### config.mk
export PLATFORM = sky130hd
export DESIGN_NAME = cnt_clk_source
export DESIGN_NICKNAME = d
export VERILOG_FILES = /design/src/rtl/cksrc_pkg.sv /design/src/rtl/tc_divider.sv /design/src/rtl/btn_sync.sv /design/src/rtl/btn_debounce.sv /design/src/rtl/cnt_clk_source.sv
export SDC_FILE = /design/constraint.sdc
export NUM_CORES = 1
export LEC_CHECK = 0
export BUFFER_PORTS_ARGS = -buffer_cell sky130_fd_sc_hd__clkbuf_2
export CAP_MARGIN = 20
export CORE_ASPECT_RATIO = 1.75
export CORE_MARGIN = 5
export CORE_UTILIZATION = 35
export CTS_CLUSTER_SIZE = 10
export DETAILED_ROUTE_END_ITERATION = 10
export PLACE_DENSITY = 0.61
export REMOVE_ABC_BUFFERS = 1
export SKIP_CTS_REPAIR_TIMING = 1
export SLEW_MARGIN = 20
export SYNTH_ARGS = -nofsm -noshare
export SYNTH_HDL_FRONTEND = slang
export SYNTH_HIERARCHICAL = 1
export SYNTH_SLANG_ARGS = --single-unit
### constraint.sdc
create_clock -name clk_i -period 7.3 [get_ports clk_i]
set_input_delay 0.73 -clock clk_i [delete_from_list [all_inputs] [get_ports clk_i]]
set_output_delay 0.73 -clock clk_i [all_outputs]
set_load 0.01 [all_outputs]
### src/rtl/cksrc_pkg.sv
package cksrc_pkg;

  typedef enum logic [1:0] {
    DB_IDLE,
    DB_ARM,
    DB_HELD,
    DB_DISARM
  } db_state_e;

  // Next value of a modulo-limit counter.
  function automatic int unsigned wrap_next(int unsigned cur, int unsigned limit);
    return (cur + 1 >= limit) ? 0 : cur + 1;
  endfunction

  // True when the counter sits on its terminal value.
  function automatic logic at_last(int unsigned cur, int unsigned limit);
    return cur == limit - 1;
  endfunction

endpackage

### src/rtl/tc_divider.sv
module tc_divider #(
  parameter int unsigned N = 10
) (
  input  logic clk_i,
  input  logic rst_ni,
  input  logic step_i,
  output logic tick_o,
  output logic mid_o
);
  import cksrc_pkg::*;

  localparam int unsigned W = (N > 1) ? $clog2(N) : 1;

  logic [W-1:0] cnt_q;

  always_ff @(posedge clk_i or negedge rst_ni) begin
    if (!rst_ni) begin
      cnt_q <= '0;
    end else if (step_i) begin
      cnt_q <= W'(wrap_next(32'(cnt_q), N));
    end
  end

  // terminal tick and halfway tick, both qualified by the incoming step
  assign tick_o = step_i && at_last(32'(cnt_q), N);
  assign mid_o  = step_i && (32'(cnt_q) == N / 2 - 1);

endmodule

### src/rtl/btn_sync.sv
module btn_sync (
  input  logic clk_i,
  input  logic rst_ni,
  input  logic btn_ni,
  output logic pressed_o,
  output logic press_edge_o
);
  logic s1_q, s2_q, prev_q;

  always_ff @(posedge clk_i or negedge rst_ni) begin
    if (!rst_ni) begin
      s1_q   <= 1'b1;
      s2_q   <= 1'b1;
      prev_q <= 1'b0;
    end else begin
      s1_q   <= btn_ni;
      s2_q   <= s1_q;
      prev_q <= ~s2_q;
    end
  end

  assign pressed_o    = ~s2_q;
  assign press_edge_o = ~s2_q & ~prev_q;

endmodule

### src/rtl/btn_debounce.sv
module btn_debounce #(
  parameter int unsigned DB_TICKS = 4
) (
  input  logic clk_i,
  input  logic rst_ni,
  input  logic pressed_i,
  input  logic sample_i,
  output logic pulse_o
);
  import cksrc_pkg::*;

  localparam int unsigned CW = $clog2(DB_TICKS + 1);

  db_state_e state_q, state_d;
  logic [CW-1:0] cnt_q, cnt_d;
  logic pulse;

  always_comb begin
    state_d = state_q;
    cnt_d   = cnt_q;
    pulse   = 1'b0;
    unique case (state_q)
      DB_IDLE: begin
        if (pressed_i) begin
          state_d = DB_ARM;
          cnt_d   = '0;
        end
      end
      DB_ARM: begin
        if (!pressed_i) begin
          state_d = DB_IDLE;
        end else if (sample_i) begin
          if (at_last(32'(cnt_q), DB_TICKS)) begin
            state_d = DB_HELD;
            cnt_d   = '0;
            pulse   = 1'b1;
          end else begin
            cnt_d = CW'(wrap_next(32'(cnt_q), DB_TICKS));
          end
        end
      end
      DB_HELD: begin
        if (!pressed_i) begin
          state_d = DB_DISARM;
          cnt_d   = '0;
        end
      end
      DB_DISARM: begin
        if (pressed_i) begin
          state_d = DB_HELD;
        end else if (sample_i) begin
          if (at_last(32'(cnt_q), DB_TICKS)) begin
            state_d = DB_IDLE;
            cnt_d   = '0;
          end else begin
            cnt_d = CW'(wrap_next(32'(cnt_q), DB_TICKS));
          end
        end
      end
      default: state_d = DB_IDLE;
    endcase
  end

  always_ff @(posedge clk_i or negedge rst_ni) begin
    if (!rst_ni) begin
      state_q <= DB_IDLE;
      cnt_q   <= '0;
    end else begin
      state_q <= state_d;
      cnt_q   <= cnt_d;
    end
  end

  assign pulse_o = pulse;

endmodule

### src/rtl/cnt_clk_source.sv
module cnt_clk_source #(
  parameter int unsigned BASE_DIV = 125875,
  parameter int unsigned FAST_DIV = 10,
  parameter int unsigned SLOW_DIV = 20,
  parameter int unsigned DB_TICKS = 4
) (
  input  logic clk_i,
  input  logic rst_ni,
  input  logic btn_ni,
  input  logic fast_sel_i,
  input  logic manual_sel_i,
  input  logic filter_sel_i,
  output logic count_en_o,
  output logic led_1hz_o,
  output logic led_manual_o
);

  // named internal events, also observed by the bound checker
  logic tick_base, tick_fast, tick_slow, half_slow;
  logic pressed_sync, raw_edge, db_pulse;
  logic unused_mid_base, unused_mid_fast;
  logic sel_tick;
  logic en_q, led_q;

  tc_divider #(.N(BASE_DIV)) u_base (
    .clk_i(clk_i), .rst_ni(rst_ni), .step_i(1'b1),
    .tick_o(tick_base), .mid_o(unused_mid_base)
  );

  tc_divider #(.N(FAST_DIV)) u_fast (
    .clk_i(clk_i), .rst_ni(rst_ni), .step_i(tick_base),
    .tick_o(tick_fast), .mid_o(unused_mid_fast)
  );

  tc_divider #(.N(SLOW_DIV)) u_slow (
    .clk_i(clk_i), .rst_ni(rst_ni), .step_i(tick_fast),
    .tick_o(tick_slow), .mid_o(half_slow)
  );

  btn_sync u_sync (
    .clk_i(clk_i), .rst_ni(rst_ni), .btn_ni(btn_ni),
    .pressed_o(pressed_sync), .press_edge_o(raw_edge)
  );

  btn_debounce #(.DB_TICKS(DB_TICKS)) u_db (
    .clk_i(clk_i), .rst_ni(rst_ni), .pressed_i(pressed_sync),
    .sample_i(tick_base), .pulse_o(db_pulse)
  );

  always_comb begin
    if (manual_sel_i) sel_tick = filter_sel_i ? db_pulse : raw_edge;
    else              sel_tick = fast_sel_i ? tick_fast : tick_slow;
  end

  always_ff @(posedge clk_i or negedge rst_ni) begin
    if (!rst_ni) begin
      en_q  <= 1'b0;
      led_q <= 1'b0;
    end else begin
      en_q <= sel_tick;
      if (half_slow || tick_slow) led_q <= ~led_q;
    end
  end

  assign count_en_o   = en_q;
  assign led_1hz_o    = led_q;
  assign led_manual_o = pressed_sync;

endmodule

==> results of run 1 <==
through the flow:
| stage | power (W) | cell area (um^2) |
|---|---|---|
| finish | 0.000681 | 2860 |
| global route | 0.000714 | 2860 |
| CTS | 0.000681 | 2860 |
| detailed placement | 0.000416 | 2680 |
| global placement | 0.000413 | 2680 |
| floorplan | 0.000373 | 2520 |
flip-flops by register name, indices dropped and copies added (netlist names), named ones only:
register / flops
count_en_o: 1
u_sync/prev_q: 1
u_sync/s2_q: 1
u_base/cnt_q: 17
led_1hz_o: 1
u_db/cnt_q: 3
u_sync/s1_q: 1
u_slow/cnt_q: 5
u_db/state_q: 1
u_fast/cnt_q: 4
final cells by class:
type	instances	area, um^2
clock buffers	7	153
multi-input cells	212	1560
fillers	768	4600
clock inverters	1	30.0
well taps	88	110
inverters	14	52.6
flip-flops and latches	36	903
repair buffers	9	47.5
metal layers:
layer  share of wire (%)  vias up  GRT usage, %
met5                   0        -             0
met4                 3.4        0          5.66
met3                 3.2       19          2.25
met2                  52       49          22.4
met1                  41     1060          15.9
li1                    -     1049             -
path summary, 6_finish.rpt:
kind	start	end	cells past startpoint
max	u_base/cnt_q[3]$_DFFE_PN0P_	led_1hz_o$_DFFE_PN0P_	8
min	u_sync/s1_q$_DFF_PN1_	u_sync/s2_q$_DFF_PN1_	0
max reg2reg	u_base/cnt_q[3]$_DFFE_PN0P_	led_1hz_o$_DFFE_PN0P_	8
min reg2reg	u_sync/s1_q$_DFF_PN1_	u_sync/s2_q$_DFF_PN1_	0
max in group asynchronous	rst_ni	u_base/cnt_q[3]$_DFFE_PN0P_	1
min in group asynchronous	rst_ni	u_base/cnt_q[1]$_DFFE_PN0P_	1
cells in the final DEF, fill, tap and decap left out, drive strengths merged, types with 4 or more instances in the layout:
master	n
nand3	14
o31ai	4
ha	12
clkbuf	15
a21oi	7
and4	4
a31oi	6
mux2	5
nand2	23
nor2	13
or3	4
dfrtp	34
mux2i	6
and3	4
nor3	15
o21ai	11
nand2b	7
nor2b	4
inv	14
power breakdown:
| part | switching [W] | total (W) | internal, W | leakage, nW |
|---|---|---|---|---|
| sequential | 0.0000561 | 0.000280 | 0.000224 | 0.433 |
| combinational | 0.0000702 | 0.000137 | 0.0000670 | 0.638 |
| clock | 0.0000839 | 0.000264 | 0.000180 | 0.0901 |
critical path, stage by stage (launching register included):
cell and delay [ns]:
dfrtp_1 0.53, or4b_2 0.68, nor4_1 0.22, buf_4 0.23, and4b_2 0.35, inv_1 0.12
nor4b_1 0.37, nor2_1 0.11, xnor2_1 0.13
==> impl_metrics.ini, run 1 <==
[critical_path]
cp.arrival_ns = 3.03
endpoint_kind = flop
cp_data_required_time_ns = 7.46
critPathLaunchType = flop
critPathKind = reg2reg
cp_max_fo = 13
r2r_setup_slack_ns = 4.44

[die]
start_util_pct = 35.4
top_level_ports = 9
coreArea_um2 = 7460
num_rows = 42
die_area_um2 = 9460
die_x_um = 75.7
fp.dieH_um = 125

[synth]
synth_cells = 283
yosys_warnings = 6
synth_area_um2 = 2640
syn_area_per_cell_um2 = 9.34

[clock_network]
numCtsBuffers = 5
htree_num_levels = 2
tritoncts = yes
cts_buffer_depth = 2
clock-sinks = 36
clk_latency_ns = 0.28
clkTransAtPathRegs_ns = 0.06
root_buffer = clkbuf_16

[grt]
antenna_found_initial = 0
overflow = 0
grt_max_degree = 37
grt_use_total_pct = 13.2
grt_pass1_vias = 2123
grt_pass1_wl_mm = 10.1

[timing]
final.setup_skew_ns = 0.00899
worst_slack_ns = 4.44
timing.final.crit_share_pct = 39.2
final-setup-viol-count = 0
worst_slew_pin_slew_ns = 0.940
slew_violations = 0
relSlewSlack_pct = 37.4
max_freq_ghz = 0.350
min_period_ns = 2.86
tns_ns = 0
grt_setup_unrepaired = no
hold_viol_final = 0
whs_ns = 0.356

[min_path]
hold_path_class = reg2reg

[finish]
fin_cells = 367
finalCoreUtilization_pct = 38.3
drive_above_1_share_pct = 16.5
diodes = 0
nets = 296
area_delta_synth_final_pct = 8.19

[drt]
final_antenna_net_count = 0
drt-initial-drc-count = 128
first_pass_iters = 4
drc_errors = 0
wl_per_cell_um = 15.9
num_vias = 2177
drt-total-wl_mm = 5.83
vias_per_cell = 5.93

[placed_design]
hpwl_mm = 4.11
place_congestion = 0.884
io_buffers = 8
post-place-ws_ns = 4.44
post-place-cells = 359

[flow_run]
drv_cap = 0

[run_status]
outcome = completed

[pwr]
peakVddDrop_uv = 135
powerDensity_nw_per_um2 = 238
leakage_nw = 1.16
Note: power is estimated with default switching activity, not from simulation.
==> run 2, diff against run 1 <==
Settings changed: PLACE_DENSITY 0.61 to 0.63.
Clock period 7.3 ns to 2.3 ns, I/O delays scaled along.
==> run 2 against run 1 <==
  * The flow now finishes with violations (negative setup slack)
  * Routed wire length grew 24%
  * Via count is 13% higher
  * First-iteration DRC count fell by 12%
  * Sequential power rose to 2.9 times the previous value
  * Critical path type unchanged
  * Largest power group is now combinational logic
==> impl_metrics.ini, run 2 (synthesis gave the netlist of run 1 again) <==
[run_status]
outcome = finished with violations
failed_checks = negative setup slack

[drt]
drt-initial-drc-count = 113
wl_per_cell_um = 16.8
first_pass_iters = 4
num_vias = 2461
drt-total-wl_mm = 7.21
final_antenna_net_count = 0
drc_errors = 0
vias_per_cell = 5.72

[pwr]
pwr-share-clk_pct = 28.9
p_sw_share_pct = 33.3
powerDensity_nw_per_um2 = 652
peakVddDrop_uv = 377
intPower_w = 0.00155
leakage_nw = 1.50
p_seq_share_pct = 35.5
combPwrFrac_pct = 35.7
power_switching_w = 0.000771

[placed_design]
place_congestion = 0.878
hpwl_mm = 4.92
io_buffers = 8

[timing]
final.setup_skew_ns = 0.00449
final-setup-viol-count = 21
hold_viol_final = 0
worst_slack_ns = -0.231
grt_setup_unrepaired = yes
timing.final.crit_share_pct = 110
slew_violations = 0
whs_ns = 0.0331
max_freq_ghz = 0.395
relSlewSlack_pct = 34.5
tns_ns = -2.53
worst_slew_pin_slew_ns = 0.983
min_period_ns = 2.53

[finish]
layout_common_cells = buf_4, dfrtp_1, nand2_1
final_common_cell = buf_4
max_flop_register = u_base/cnt_q
area_delta_synth_final_pct = 34.5
largest_reg_flops = 17
diodes = 0
nets = 359
largestRegisters = u_base/cnt_q x17, u_slow/cnt_q x5, u_fast/cnt_q x4
fill_cells = 693
drive_above_1_share_pct = 39.5

[critical_path]
endpoint_kind = flop
cp_data_required_time_ns = 2.51
critPathKind = reg2reg
cp.arrival_ns = 2.75
critPathLaunchType = flop
cp_max_fo = 5

[clock_network]
root_buffer = clkbuf_16
tritoncts = yes
numCtsBuffers = 5
clkTransAtPathRegs_ns = 0.06
cts_buffer_depth = 2
clock-sinks = 36
clk_latency_ns = 0.28
htree_num_levels = 2

[grt]
grt_pass1_wl_mm = 11.1
antenna_found_initial = 0
overflow = 0
grt_pass1_vias = 2385
grt_max_degree = 37
grt_use_total_pct = 15.0

[min_path]
hold_path_class = in2reg

[die]
num_rows = 42
top_level_ports = 9
die_area_um2 = 9460
fp.dieH_um = 125
start_util_pct = 35.4
die_x_um = 75.7
coreArea_um2 = 7460

[flow_run]
drv_cap = 0
==> run 2: changes by cell type in the layout (fill, tap and decap cells not counted), moves of 3 or more <==
cell and delta:
buf_6 +5, o2bb2ai_1 -3, buf_4 +55, ha_1 -3, o2bb2ai_2 +3
==> run 2: routing by layer <==
layer | share of wire, % | track usage, %
met3 | 2.9 | 2.17
met5 | 0 | 0
met2 | 56 | 27.1
met1 | 38 | 16.7
met4 | 2.9 | 6.08
==> run 2: power groups by stage <==
stage	Clock [W]	Combinational (W)	Sequential, W
6_report	0.000669	0.000827	0.000823
5_1_grt	0.000724	0.000884	0.000837
4_1_cts	0.000692	0.000743	0.000813
3_5_place_dp	0	0.000739	0.000822
3_3_place_gp	0	0.000730	0.000821
2_1_floorplan	0	0.000338	0.000845
==> run 2: worst paths after layout <==
path | from | to | slack, ns | cells after the start
setup reg to reg | u_base/cnt_q[0]$_DFFE_PN0P_ | u_base/cnt_q[0]$_DFFE_PN0P_ | -0.23 | 10
hold reg to reg | u_sync/s1_q$_DFF_PN1_ | u_sync/s2_q$_DFF_PN1_ | 0.36 | 0
min in group asynchronous | rst_ni | u_slow/cnt_q[3]$_DFFE_PN0P_ | 0.10 | 1
hold / removal | btn_ni | u_sync/s1_q$_DFF_PN1_ | 0.03 | 1
setup / recovery | u_base/cnt_q[0]$_DFFE_PN0P_ | u_base/cnt_q[0]$_DFFE_PN0P_ | -0.23 | 10
max in group asynchronous | rst_ni | u_base/cnt_q[6]$_DFFE_PN0P_ | 1.58 | 1
==> run 2: critical path, cell delays in order, from the launching register on <==
cell      delay (ns)
dfrtp_1         0.43
buf_6           0.14
buf_4           0.13
and3b_1         0.15
or4_4           0.41
o211ai_2        0.09
a311oi_2        0.13
o221a_4         0.33
buf_12          0.14
nor3_4          0.31
mux2_4          0.21
==> run 2: final cells by class <==
class                           instances  area, um^2  share of cell area [%]
Inverter                               14        55.1                    1.55
Timing Repair Buffer                   72         572                    16.1
Multi-Input combinational cell        212        1770                    49.8
Sequential cell                        36         903                    25.4
Tap cell                               88         110                    3.10
Clock buffer                            5         125                    3.52
Clock inverter                          3        18.8                   0.528
==> run 2: per-stage QoR <==
stage	std cells	utilization [%]	instance area [um^2]	setup WS, ns	total power (W)
detailed placement	409	41.1	3070	-0.300	0.00156
floorplan	262	-	2520	-0.850	0.00118
global route	430	47.6	3550	-0.314	0.00245
finish	430	47.6	3550	-0.231	0.00232
global placement	409	41.1	3070	-0.237	0.00155
CTS	417	43.0	3210	-0.327	0.00225
